==> src/rtl/lsu_align_pkg.sv <==
package lsu_align_pkg;

    localparam int XLEN   = 32;
    localparam int NBYTES = XLEN / 8;
    localparam int OFFW   = $clog2(NBYTES);
    localparam int HALFB  = NBYTES / 2;

    typedef enum logic [1:0] {
        SZ_BYTE = 2'b00,
        SZ_HALF = 2'b01,
        SZ_WORD = 2'b10,
        SZ_RSVD = 2'b11
    } acc_size_e;

    typedef struct packed {
        logic [XLEN-1:0] result;
        logic            done;
        logic            mis;
    } ld_stage_t;

endpackage

==> src/rtl/lsu_lane_mask.sv <==
module lsu_lane_mask
    import lsu_align_pkg::*;
(
    input  logic [1:0]      size,
    input  logic [OFFW-1:0] off,
    output logic [NBYTES-1:0] be,
    output logic            mis
);
    acc_size_e sz;
    assign sz = acc_size_e'(size);

    // Misalignment: halfword on an odd byte, word off a word boundary,
    // or the reserved code.
    always_comb begin
        unique case (sz)
            SZ_BYTE: mis = 1'b0;
            SZ_HALF: mis = off[0];
            SZ_WORD: mis = (off != '0);
            default: mis = 1'b1;
        endcase
    end

    // Per-lane enable; a misaligned access enables no lane.
    for (genvar k = 0; k < NBYTES; k++) begin : g_lane
        localparam logic [OFFW-1:0] LANE = OFFW'(k);
        logic en;
        always_comb begin
            unique case (sz)
                SZ_BYTE: en = (off == LANE);
                SZ_HALF: en = !off[0] && (off[OFFW-1:1] == LANE[OFFW-1:1]);
                SZ_WORD: en = (off == '0);
                default: en = 1'b0;
            endcase
        end
        assign be[k] = en;
    end

endmodule

==> src/rtl/lsu_store_lanes.sv <==
module lsu_store_lanes
    import lsu_align_pkg::*;
(
    input  logic [1:0]      size,
    input  logic [XLEN-1:0] data,
    output logic [XLEN-1:0] wdata
);
    acc_size_e sz;
    assign sz = acc_size_e'(size);

    // Replicate the narrow source into every lane it could land in, so
    // the data path needs no shifter; the byte mask picks the lanes.
    for (genvar k = 0; k < NBYTES; k++) begin : g_lane
        logic [7:0] lane_b;
        always_comb begin
            unique case (sz)
                SZ_BYTE: lane_b = data[7:0];
                SZ_HALF: lane_b = data[(k % 2)*8 +: 8];
                default: lane_b = data[k*8 +: 8];
            endcase
        end
        assign wdata[k*8 +: 8] = lane_b;
    end

endmodule

==> src/rtl/lsu_load_extract.sv <==
module lsu_load_extract
    import lsu_align_pkg::*;
(
    input  logic [1:0]        size,
    input  logic [NBYTES-1:0] be,
    input  logic              mis,
    input  logic              uns,
    input  logic [XLEN-1:0]   rdata,
    output logic [XLEN-1:0]   result
);
    acc_size_e  sz;
    logic [7:0] sel_b;
    logic [7:0] half_lo;
    logic [7:0] half_hi;
    logic       sgn_b;
    logic       sgn_h;

    assign sz = acc_size_e'(size);

    // AND-OR lane select driven by the one-hot (or paired) byte mask.
    always_comb begin
        sel_b   = '0;
        half_lo = '0;
        half_hi = '0;
        for (int k = 0; k < NBYTES; k++) begin
            if (be[k]) begin
                sel_b = sel_b | rdata[k*8 +: 8];
                if ((k % 2) == 0) half_lo = half_lo | rdata[k*8 +: 8];
                else              half_hi = half_hi | rdata[k*8 +: 8];
            end
        end
    end

    assign sgn_b = !uns && sel_b[7];
    assign sgn_h = !uns && half_hi[7];

    always_comb begin
        if (mis) begin
            result = '0;
        end else begin
            unique case (sz)
                SZ_BYTE: result = {{(XLEN-8){sgn_b}}, sel_b};
                SZ_HALF: result = {{(XLEN-16){sgn_h}}, half_hi, half_lo};
                SZ_WORD: result = rdata;
                default: result = '0;
            endcase
        end
    end

endmodule

==> src/rtl/lsu_align.sv <==
module lsu_align
    import lsu_align_pkg::*;
#(
    parameter int ADDR_W = 32
) (
    input  logic              clk,
    input  logic              rst_n,
    input  logic              st_req,
    input  logic [ADDR_W-1:0] st_addr,
    input  logic [1:0]        st_size,
    input  logic [XLEN-1:0]   st_data,
    output logic [ADDR_W-1:0] mem_addr,
    output logic [NBYTES-1:0] mem_be,
    output logic [XLEN-1:0]   mem_wdata,
    output logic              mem_we,
    output logic              st_misalign,
    input  logic              ld_req,
    input  logic [OFFW-1:0]   ld_addr_lo,
    input  logic [1:0]        ld_size,
    input  logic              ld_unsigned,
    input  logic [XLEN-1:0]   ld_rdata,
    output logic [XLEN-1:0]   ld_result,
    output logic              ld_done,
    output logic              ld_misalign
);
    typedef struct packed {
        logic [ADDR_W-1:0] addr;
        logic [NBYTES-1:0] be;
        logic [XLEN-1:0]   wdata;
        logic              we;
        logic              mis;
    } st_stage_t;

    st_stage_t st_d, st_q;
    ld_stage_t ld_d, ld_q;

    logic [NBYTES-1:0] st_be_c;
    logic              st_mis_c;
    logic [XLEN-1:0]   st_wdata_c;
    logic [NBYTES-1:0] ld_be_c;
    logic              ld_mis_c;
    logic [XLEN-1:0]   ld_val_c;

    lsu_lane_mask u_st_mask (
        .size (st_size),
        .off  (st_addr[OFFW-1:0]),
        .be   (st_be_c),
        .mis  (st_mis_c)
    );

    lsu_store_lanes u_st_lanes (
        .size  (st_size),
        .data  (st_data),
        .wdata (st_wdata_c)
    );

    lsu_lane_mask u_ld_mask (
        .size (ld_size),
        .off  (ld_addr_lo),
        .be   (ld_be_c),
        .mis  (ld_mis_c)
    );

    lsu_load_extract u_ld_ext (
        .size   (ld_size),
        .be     (ld_be_c),
        .mis    (ld_mis_c),
        .uns    (ld_unsigned),
        .rdata  (ld_rdata),
        .result (ld_val_c)
    );

    // Next-state: strobes and flags clear when idle, data fields hold.
    always_comb begin
        st_d     = st_q;
        st_d.be  = '0;
        st_d.we  = 1'b0;
        st_d.mis = 1'b0;
        if (st_req) begin
            st_d.addr  = {st_addr[ADDR_W-1:OFFW], {OFFW{1'b0}}};
            st_d.wdata = st_wdata_c;
            st_d.be    = st_be_c;
            st_d.mis   = st_mis_c;
            st_d.we    = !st_mis_c;
        end

        ld_d      = ld_q;
        ld_d.done = 1'b0;
        ld_d.mis  = 1'b0;
        if (ld_req) begin
            ld_d.result = ld_val_c;
            ld_d.done   = !ld_mis_c;
            ld_d.mis    = ld_mis_c;
        end
    end

    always_ff @(posedge clk) begin
        if (!rst_n) begin
            st_q <= '0;
            ld_q <= '0;
        end else begin
            st_q <= st_d;
            ld_q <= ld_d;
        end
    end

    assign mem_addr    = st_q.addr;
    assign mem_be      = st_q.be;
    assign mem_wdata   = st_q.wdata;
    assign mem_we      = st_q.we;
    assign st_misalign = st_q.mis;
    assign ld_result   = ld_q.result;
    assign ld_done     = ld_q.done;
    assign ld_misalign = ld_q.mis;

endmodule

==> config.mk <==
export PLATFORM = sky130hd
export DESIGN_NAME = lsu_align
export DESIGN_NICKNAME = d
export VERILOG_FILES = /design/src/rtl/lsu_align_pkg.sv /design/src/rtl/lsu_lane_mask.sv /design/src/rtl/lsu_store_lanes.sv /design/src/rtl/lsu_load_extract.sv /design/src/rtl/lsu_align.sv
export SDC_FILE = /design/constraint.sdc
export NUM_CORES = 1
export LEC_CHECK = 0
export BUFFER_PORTS_ARGS = -buffer_cell sky130_fd_sc_hd__buf_2
export CAP_MARGIN = 20
export CORE_MARGIN = 10
export CORE_UTILIZATION = 50
export CTS_CLUSTER_SIZE = 40
export DETAILED_ROUTE_END_ITERATION = 8
export PLACE_DENSITY = 0.81
export SLEW_MARGIN = 20
export SYNTH_ARGS = -nofsm -noshare
export SYNTH_HDL_FRONTEND = slang
export SYNTH_HIERARCHICAL = 1
export SYNTH_SLANG_ARGS = --single-unit
==> constraint.sdc <==
create_clock -name clk -period 4.9 [get_ports clk]
set_clock_uncertainty 0.05 [all_clocks]
set_input_delay 0.245 -clock clk [delete_from_list [all_inputs] [get_ports clk]]
set_output_delay 0.245 -clock clk [all_outputs]
set_load 0.02 [all_outputs]
Yosys cells after proc, flatten, opt, wreduce, memory -nomap -nowiden
Index checks and enable logic that the tools add are counted.

operators by class
  bitwise operators = 7
  reductions and logical operators = 22
  eq/ne operators = 10
  muxes and demuxes = 22

operators with widths
  kind                                                                    count
  32-bit case mux with 3 select lines                                     1
  8-bit 2-to-1 mux                                                        9
  8-bit bitwise OR                                                        5
  32-bit 2-to-1 mux                                                       1
  1-bit case mux with 3 select lines                                      8
  8-bit case mux with 2 select lines                                      1
  2-bit equality test (second input constant)                             6
  2-bit by 1-bit equality test with 1-bit output (second input constant)  4
  2-bit logical NOT                                                       4
  1-bit logical AND                                                       6
  2-bit OR reduction                                                      3
  1-bit logical NOT                                                       5
  1-bit case mux with 2 select lines                                      2
  2-bit AND reduction                                                     2
  2-bit nonzero test                                                      2
  1-bit NOT                                                               2

storage, ports and cells
  word-level logic and storage cells = 69
  register bits = 102

Logic depth before layout (Yosys ltp)
Gate-level depths: netlist of the first run.

  depth after elaboration = 13
  mapped depth = 11
  mapped depth without buffers = 7

Modules after synthesis
Netlist of the first run, hierarchy kept.

by module, submodules not included
  module            cells each  instances  area an instance (um2)
  lsu_align         326         1          3804.9
  lsu_load_extract  113         1          744.5
  lsu_store_lanes   53          1          464.2
  lsu_lane_mask     20          2          156.4

Worst setup path after synthesis of the first run
No wires, ideal clock.

  path kind = in2reg
  from = input ld_addr_lo[0]
  to = register ld_q, in the netlist ld_result[21]
  setup slack = 2752 ps
  arrival = 1982 ps
  cell stages on the path = 11
  library setup time = 116 ps
  path buffers = 4
  required time = 4734 ps
  cells stage by stage = buf_2 > nor4bb_1 > or3_1 > buf_4 > buf_4 > a22o_4 > a22oi_4 > buf_12 > a21oi_2 > mux2i_1 > nor2b_1

RTL lines
  what                                   line                                            RTL
  from (decl)                            lsu_align.sv:18                                 input logic [OFFW-1:0] ld_addr_lo,
  1-bit logical NOT                      lsu_lane_mask.sv:30                             SZ_HALF: en = !off[0] && (off[OFFW-1:1] == LANE[OFFW-1:1]);
  1-bit logical AND                      lsu_lane_mask.sv:30
  1-bit case mux with 3 select lines *   lsu_lane_mask.sv:28                             unique case (sz)
  named net u_ld_mask.g_lane[3].en       lsu_lane_mask.sv:26                             logic en;
  8-bit 2-to-1 mux                       lsu_load_extract.sv:26                          if (be[k]) begin
  1-bit logical AND (on tied branches)   lsu_load_extract.sv:35, lsu_load_extract.sv:34
  32-bit case mux with 3 select lines *  lsu_load_extract.sv:41                          unique case (sz)
  32-bit 2-to-1 mux *                    lsu_load_extract.sv:38                          if (mis) begin
  named net ld_val_c[21]                 lsu_align.sv:42                                 logic [XLEN-1:0] ld_val_c;
  to (signal assigned)                   lsu_align.sv:103                                ld_q <= ld_d;
  to (decl)                              lsu_align.sv:35                                 ld_stage_t ld_d, ld_q;

Mark *: on every way through the listed nets, which the timed path passes. The rest lies on a longest branch.
A chain may end at the register's enable or synchronous reset.

Worst setup path after layout of the first run
  from = input ld_size[1]
  to = register ld_q, in the netlist ld_result[17]

RTL lines
  what                                               line                                            RTL
  from (decl)                                        lsu_align.sv:19                                 input logic [1:0] ld_size,
  2-bit equality test, or another cell as far along  lsu_lane_mask.sv:28
  1-bit case mux with 3 select lines *               lsu_lane_mask.sv:28
  named net ld_be_c[3]                               lsu_align.sv:40                                 logic [NBYTES-1:0] ld_be_c;
  8-bit 2-to-1 mux                                   lsu_load_extract.sv:26
  1-bit logical AND (on tied branches)               lsu_load_extract.sv:35, lsu_load_extract.sv:34
  32-bit case mux with 3 select lines *              lsu_load_extract.sv:41
  32-bit 2-to-1 mux *                                lsu_load_extract.sv:38
  named net ld_val_c[17]                             lsu_align.sv:42

Marks and branches as above.

==> qor.yml, run 1 <==
status: "finished clean"
setup_viol: 0
layout_commonest_cell: "buf_2"
cp.arrival_ps: 2440
final_cells: 832
cts_tree: "yes"
cp-start-kind: "input pin"
drive_gt1_share_pct: 37.21
synth_cells: 532
fill_cells: 932
finalCritPeriodShare_pct: 45.82
grt_use_total_pct: 19.19
final_cell_mix: "buf_2 (207), mux2i_1 (103), dfxtp_1 (102)"
grt_max_degree: 103
coreArea_um2: 10370
place_area_um2: 6093
io_pins: 211
viasPerCell: 5.224
seq_area_frac_synth_pct: 38.34
cts-htree-levels: 3
path_max_fanout: 27
area_growth_pct: 18.68
end_kind: "flop"
overflow: 0
synth_top_area_share_pct: 38.34
insertedDiodeCount: 0
cts_resized: 0
drv_cap: 0
drc: 0
synth.area.top_cells: "dfxtp_1 (38%), mux2i_1 (19%), nor2b_1 (11%)"
synth_warnings: 6
power_density_nw_per_um2: 294.0
required_ps: 5100
ir_drop_uv: 179.2
synth.largest_area_cell: "dfxtp_1"
grt_pass1_wl_mm: 23.35
hpwlAfterDp_mm: 11.52
initial_core_util_pct: 51.36
post-route-cell-area_um2: 6321
root_buffer: "clkbuf_8"
path_clk_slew_ps: 100
dr.pass1.iters: 4
dieArea_um2: 15180
syn-mean-instance-area_um2: 10.01
tightest_slew_ps: 1043
cts_setup_buffers: 0
rsz0062_at_grt: "no"
worstSetupPathType: "input pin to flop"
grt_pass1_vias: 4343
cts_buffers: 9
cts.sink_count: 102
post-place-cells: 815
slew_headroom_pct: 30.49
finalCriticalPeriod_ps: 2245
hold_viol: 0
ant_nets: 0
slew_violations: 0
synth-edff-count: 0
ctsHoldBuffers: 0
grt_antenna_before_repair: 0
cts_buffer_depth: 2
synthFlopType: "dfxtp_1"
power_leakage_nw: 3.104
first_iter_violations: 289
fmax_ghz: 0.4454
fin_hold_ws_ps: 89.69
setup_tns_ps: 0
fp.dieH_um: 123.2
wl_per_cell_um: 18.14
gp_congestion: 0.8749
numPortBuffers: 208
hold_path_class: "input pin to flop"
yosysUniqueCellTypes: 45
synth-async-reset-ratio_pct: 0
synth.ff_latch_count: 102
via_count: 4346
rows: 37
dieWidth_um: 123.2
wirelength_mm: 15.09
clkLatencyLatePin_ps: 360
syn_area_um2: 5326
num-nets-final: 798
## state kept, by name, indices dropped and copies added (netlist names)
signal,count
st_misalign,1
mem_be,4
mem_wdata,32
mem_we,1
ld_misalign,1
ld_result,32
ld_done,1
mem_addr,30
## layout make-up
class | count | area [µm²] | share of cell area [%]
Clock buffer | 11 | 141.4 | 2.237
Multi-Input combinational cell | 366 | 2823 | 44.66
Timing Repair Buffer | 210 | 1056 | 16.71
Tap cell | 136 | 170.2 | 2.692
Clock inverter | 5 | 81.33 | 1.287
Sequential cell | 102 | 2042 | 32.30
Inverter | 2 | 7.507 | 0.1188
## cell families (layout without fill, tap and decap cells)
kind of cell              after synthesis  count (layout)  share of synthesized area [%]
DFF                                   102             102                          38.34
other                                   1               2                        0.07040
xor gates and xnor gates                2               2                         0.3289
muxes                                 119             119                          23.02
and+or+nand+nor                       159             159                          17.57
buffers and inverters                  65             228                          8.738
AOI/OAI and AO/OA                      84              84                          11.93
## power breakdown
group	total, W	switching [W]	internal [W]
registers	0.000890	0.0000207	0.000870
logic	0.000376	0.000216	0.000160
clock network	0.000593	0.000289	0.000303
## per-stage QoR
step	power, W	worst slack [ps]	util, %
2_1_floorplan	0.001176	2752	-
3_3_place_gp	0.001276	2362	58.76
3_5_place_dp	0.001284	2269	58.76
4_1_cts	0.001872	2660	60.91
5_1_grt	0.001947	2460	60.96
6_report	0.001858	2655	60.96
## worst max-delay path, stage by stage
cell and delay, ps:
buf_2 370, nor4bb_1 110, or3_1 540, a22o_4 340, a22oi_4 440, a21oi_1 140
mux2i_1 190, nor2b_1 60
## worst paths after layout
path | start | end | slack, ps | depth (start not counted)
worst max-delay path | ld_size[1] | ld_result[17] | 2650 | 8
worst max register to register | mem_wdata[31] | mem_wdata[31] | 4170 | 2
worst min register to register | mem_wdata[0] | mem_wdata[0] | 470 | 2
worst min-delay path | st_addr[17] | mem_addr[17] | 90 | 3
## layer usage
| layer | wire (µm) | track usage [%] | vias up |
|---|---|---|---|
| met4 | 205 | 5.531 | 0 |
| met1 | 6025 | 22.80 | 2037 |
| met5 | 0 | 0 | - |
| li1 | - | - | 2138 |
| met3 | 1719 | 8.933 | 16 |
| met2 | 7139 | 30.49 | 155 |
## cells in the mapped netlist (all sizes together) (4+ instances only)
| library cell | count |
|---|---|
| mux2i | 103 |
| dfxtp | 102 |
| nor2b | 96 |
| buf | 51 |
| nand2 | 34 |
| a21oi | 31 |
| mux2 | 16 |
| a22oi | 15 |
| clkbuf | 12 |
| o21ai | 11 |
| a22o | 8 |
| nor2 | 7 |
| a2bb2oi | 6 |
| and3 | 6 |
| nor4bb | 4 |
Note: power is estimated with default switching activity, not from simulation.
==> run 2: changes to the inputs <==
Settings changed: ABC_AREA set to 1, CORE_UTILIZATION 50 to 45, PLACE_DENSITY 0.81 to 0.76.
Clock period 4.9 ns to 2 ns, I/O delays scaled along.
==> run 2 against run 1 <==
Effect of this change: setup slack lost 2100 ps; first-iteration DRC count is 42% higher; non-clock buffer count up 44; clock power rose to 2.8 times the previous value; critical path depth grew 8; largest cell class unchanged.
==> qor.yml, run 2 <==
grt_antenna_before_repair: 1
swShare_pct: 31.16
r2r-end: "mem_addr[8]"
viasPerCell: 4.443
end_kind: "flop"
via_count: 5918
power_frac_seq_pct: 44.2
fp.dieH_um: 132.0
rr_worst_depth: 2
synth_cells: 959
grt_max_degree: 61
dr.pass1.iters: 5
required_ps: 2240
grt_pass1_wl_mm: 27.61
fmax_ghz: 0.6711
final_util_pct: 59.07
overflow: 0
finalCritPeriodShare_pct: 74.51
synth-async-reset-ratio_pct: 0
cts_resized: 0
syn_area_um2: 5649
synth.largest_area_cell: "dfxtp_1"
dieWidth_um: 132.0
fin_hold_ws_ps: 21.86
drive_gt1_share_pct: 21.75
root_buffer: "clkbuf_16"
dieArea_um2: 17440
clkLatencyLatePin_ps: 350
io_pins: 211
slowest_stage: "buf_4"
hpwlAfterDp_mm: 12.45
wirelength_mm: 17.03
power_density_nw_per_um2: 701.4
initial_core_util_pct: 46.45
status: "finished clean"
drc: 0
rsz0062_at_grt: "no"
grt_pass1_vias: 5499
first_iter_violations: 410
rows: 40
ant_nets: 0
worstSetupPathType: "input pin to flop"
synth.area.top_cells: "dfxtp_1 (36%), nand2_1 (24%), nor2_1 (14%)"
post-route-cell-area_um2: 7184
path_clk_slew_ps: 70
cts-htree-levels: 3
area_growth_pct: 27.18
min_to: "mem_wdata[1]"
power_leakage_nw: 4.189
coreArea_um2: 12160
num-nets-final: 1265
whs_path_depth: 5
combPwrFrac_pct: 22.4
finalCriticalPeriod_ps: 1490
switching_power_w: 0.001570
regToRegStartpoint: "mem_addr[8]"
synth_warnings: 6
power_frac_clock_pct: 33.4
syn-mean-instance-area_um2: 5.891
cp.arrival_ps: 1730
yosysUniqueCellTypes: 23
synth_top_area_share_pct: 36.15
cts_buffers: 9
wl_per_cell_um: 12.78
synthFlopType: "dfxtp_1"
gp_congestion: 0.9301
drv_cap: 0
synth.ff_latch_count: 102
cp-start-kind: "input pin"
cts_buffer_depth: 2
yosysMostFrequentCell: "nand2_1"
synth-edff-count: 0
p_int_w: 0.003469
numPortBuffers: 208
worst_path_largest_cell_delay_ps: 210
path_max_fanout: 14
place_area_um2: 6604
min_from: "st_data[1]"
final_cell_mix: "nand2_1 (355), nor2_1 (208), buf_2 (207)"
place_ws_ps: 156.4
hold_viol: 0
slew_violations: 0
yosys-top-cells-count: "nand2_1 (355), nor2_1 (208), inv_1 (139)"
cts.sink_count: 102
finalWorstSetupSlack_ps: 509.9
setup_viol: 0
hold_path_class: "input pin to flop"
ir_drop_uv: 310.2
worstPathCellList: "buf_2 -> inv_1 -> nor2_1 -> nand2_1 -> nand3_1 -> nand2_1 -> nand2_1 -> inv_1 -> nand2_1 -> nand3_2 -> buf_4 -> a21oi_1 -> inv_1 -> nand2_1 -> nand2_1 -> nor2_1"
seq_area_frac_synth_pct: 36.15
cts_tree: "yes"
setup_tns_ps: 0
fill_cells: 1232
layout_commonest_cell: "nand2_1"
cp_common_cell: "nand2_1"
grt_use_total_pct: 19.05
timing.reg2reg.setup_slack_ps: 1370
[run 2: changes by cell type after synthesis, sizes merged, moves of 11 or more]
cell   previous run  this run
a22oi            15         0
buf              51        62
inv               2       142
mux2             16         0
mux2i           103         0
nand2            34       355
nand3             2        31
nor2              7       214
nor2b            96         0
[run 2: worst max path at each step]
stage	depth (start not counted)	slack, ps	startpoint	to
3_3_place_gp	16	260	ld_size[1]	ld_result[11]
2_1_floorplan	16	350	ld_addr_lo[1]	ld_result[24]
3_5_place_dp	16	160	ld_size[1]	ld_result[21]
6_report	16	510	ld_size[1]	ld_result[21]
4_1_cts	16	540	ld_size[1]	ld_result[14]
5_1_grt	16	260	ld_size[1]	ld_result[14]
[run 2: area by class of cell]
cell class	instances	area, µm²	area share, %
Antenna cell	1	2.502	0.03483
Clock buffer	12	246.5	3.431
Clock inverter	4	31.28	0.4354
Inverter	142	535.5	7.454
Multi-Input combinational cell	649	2615	36.40
Sequential cell	102	2042	28.42
Tap cell	168	210.2	2.926
Timing Repair Buffer	254	1501	20.90
[run 2: timing repair]
action | CTS | global route
setup buffers | 0 | 0
endpoints found under the setup margin | 0 | 0
hold endpoints to repair | 30 | 0
hold buffers | 30 | 0
[run 2: power groups by stage]
stage	registers, W	logic (W)	clock network, W
2_1_floorplan	0.00243	0.000575	0
3_3_place_gp	0.00227	0.00108	0
3_5_place_dp	0.00227	0.00109	0
4_1_cts	0.00223	0.00114	0.00173
5_1_grt	0.00224	0.00127	0.00182
6_report	0.00223	0.00113	0.00168
[run 2: cell families after synthesis]
kind of cell | Yosys count | share of synthesized area (%)
simple gates | 600 | 41.73
flops | 102 | 36.15
buf+inv | 209 | 17.70
other cells | 1 | 0.06638
compound gates | 47 | 4.363
[run 2: metrics by stage]
step / std cells / total power (W)
4_1_cts: 1331 / 0.005098
3_3_place_gp: 1285 / 0.003345
2_1_floorplan: 960 / 0.003010
3_5_place_dp: 1285 / 0.003359
5_1_grt: 1332 / 0.005333
6_report: 1332 / 0.005039
[run 2: worst max-delay path, delay by kind of cell]
family                 cells  cell delay [ps]
buffers and inverters      5              640
AO/OA/AOI/OAI              1              140
AND/OR/NAND/NOR           10              850
[run 2: layer usage]
layer  up-vias  wire length, µm  global-route usage, %
met4         0              405                  7.355
met1      2541             7219                  22.17
li1       3168                -                      -
met3        28             1279                  5.945
met2       181             8123                  31.86
met5         -                0                      0
==> run 3: changes to the inputs <==
Clock period 2 ns to 1.28 ns, I/O delays scaled along.
==> run 3 against run 2 <==
Effect of this change: the flow now finishes with violations (setup timing); final cell count grew 1.9%; critical endpoint is now ld_result[16]; clock-buffer cell count shrank 3; clock power grew 72%; utilization grew 4.6 points; combinational power grew 74%; non-clock buffer count grew 24; routed wire length grew 6.1%; register-to-register slack lost 760 ps; critical path depth shrank 1; sequential power grew 57%; sequential share of layout area shrank 2.1 points.
==> qor.yml, run 3 (synthesis gave the netlist of run 2 again) <==
root_buffer: "clkbuf_16"
startpoint: "ld_addr_lo[0]"
final_cell_mix: "nand2_1 (348), buf_2 (203), nor2_1 (202)"
finalCritPeriodShare_pct: 101.4
regToRegStartpoint: "ld_result[26]"
numPortBuffers: 208
grt_use_total_pct: 19.16
cts_buffer_depth: 2
drc: 0
multi_input_area_um2: 2784
cp-start-kind: "input pin"
gp_congestion: 0.9082
path_clk_slew_ps: 70
ant_nets: 0
initial_core_util_pct: 46.45
drv_cap: 0
final_cells: 1357
status: "finished with violations"
end_kind: "flop"
cts_buffers: 9
fp.dieH_um: 132.0
setup_viol: 3
cts.sink_count: 102
slew_violations: 0
r2r-end: "ld_result[26]"
dr.pass1.iters: 5
regArea_um2: 2042
via_count: 6234
wl_per_cell_um: 13.31
timing.reg2reg.setup_slack_ps: 610
area_growth_pct: 37.12
num-nets-final: 1290
grt_pass1_vias: 5768
io_pins: 211
path_max_fanout: 5
rsz0062_at_grt: "yes"
min_to: "mem_wdata[1]"
hold_viol: 0
power_density_nw_per_um2: 1077
post-place-cells: 1300
required_ps: 1510
first_iter_violations: 424
viasPerCell: 4.594
grt_max_degree: 58
finalCriticalPeriod_ps: 1298
violations: "setup timing"
drive_gt1_share_pct: 26.20
power_leakage_nw: 4.415
overflow: 0
fmax_ghz: 0.7707
hold_path_class: "input pin to flop"
worstSetupPathType: "input pin to flop"
dieWidth_um: 132.0
grt_pass1_wl_mm: 27.98
clkLatencyLatePin_ps: 340
min_from: "st_data[1]"
final_util_pct: 63.69
layout_commonest_cell: "nand2_1"
cp.arrival_ps: 1530
dieArea_um2: 17440
fill_cells: 1132
wirelength_mm: 18.06
rr_worst_depth: 2
cts_tree: "yes"
finalWorstSetupSlack_ps: -17.51
hpwlAfterDp_mm: 12.86
cts-htree-levels: 3
coreArea_um2: 12160
rows: 40
ir_drop_uv: 918.9
whs_path_depth: 5
grt_antenna_before_repair: 2
-- run 3: cell count changes in the layout (fill, tap and decap cells not counted), sizes merged --
cell / previous run / this run
buf: 224 / 241
dlygate4sd3: 30 / 35
bufinv: 0 / 2
clkinvlp: 3 / 0
nand3: 31 / 32
clkbuf: 12 / 11
clkinv: 0 / 3
diode: 1 / 2
-- run 3: how the worst max path moves through the flow --
| stage | end | slack (ps) | cells after the start |
|---|---|---|---|
| floorplan | ld_result[13] | -220 | 16 |
| global placement | ld_result[19] | -270 | 16 |
| detailed placement | ld_result[19] | -360 | 15 |
| CTS | ld_result[10] | 10 | 15 |
| global route | ld_result[30] | -140 | 15 |
| finish | ld_result[16] | -20 | 15 |
-- run 3: stage by stage --
stage	worst slack (ps)	hold slack [ps]	area, µm²	power [W]	setup TNS, ps
6_report	-17.51	11.31	7746	0.008345	-19.11
5_1_grt	-143.6	14.92	7746	0.008798	-1886
4_1_cts	12.36	2.339	7505	0.008336	0
3_5_place_dp	-356.7	307.8	6843	0.005345	-8800
3_3_place_gp	-267.7	295.4	6843	0.005321	-6772
2_1_floorplan	-221.2	202.2	5707	0.004720	-4477
-- run 3: worst max-delay path, stage by stage --
cell and delay (ps):
buf_8 110, nor2_4 140, nand2_2 110, nand3_2 90, nand2_2 80, nand2_4 80
inv_2 40, nand2_2 90, nand3_4 140, buf_6 180, a21oi_1 150, inv_1 60
nand2_1 60, nand2_1 60, nor2_1 80
-- run 3: what timing repair did --
| action | 4_1_cts | 5_1_grt |
|---|---|---|
| endpoints found under the hold margin | 36 | 0 |
| setup buffers | 0 | 1 |
| endpoints found under the setup margin | 0 | 27 |
| hold buffers | 35 | 0 |
| gates resized for setup | 0 | 46 |
-- run 3: layout make-up --
cell class                      count  share of cell area (%)
Clock buffer                        9                   2.907
Tap cell                          168                   2.714
Inverter                          142                   6.913
Timing Repair Buffer              278                   23.99
Clock inverter                      6                   1.115
Multi-Input combinational cell    650                   35.94
Antenna cell                        2                 0.06461
Sequential cell                   102                   26.36
-- run 3: report_power, final --
group	internal, W	total [W]	leakage, nW	switching (W)
Clock	0.00171	0.00289	0.157	0.00118
Combinational	0.000775	0.00197	3.41	0.00119
Sequential	0.00338	0.00349	0.845	0.000104
Total	0.00586	0.00835	4.41	0.00248
-- run 3: per-layer routing --
layer  share of wire [%]  global-route usage (%)  vias up
met5                   0                       0        -
met4                 2.9                   7.787        0
met3                 8.8                   6.593       43
met2                  49                   32.72      232
met1                  40                   21.24     2737
li1                    -                       -     3222
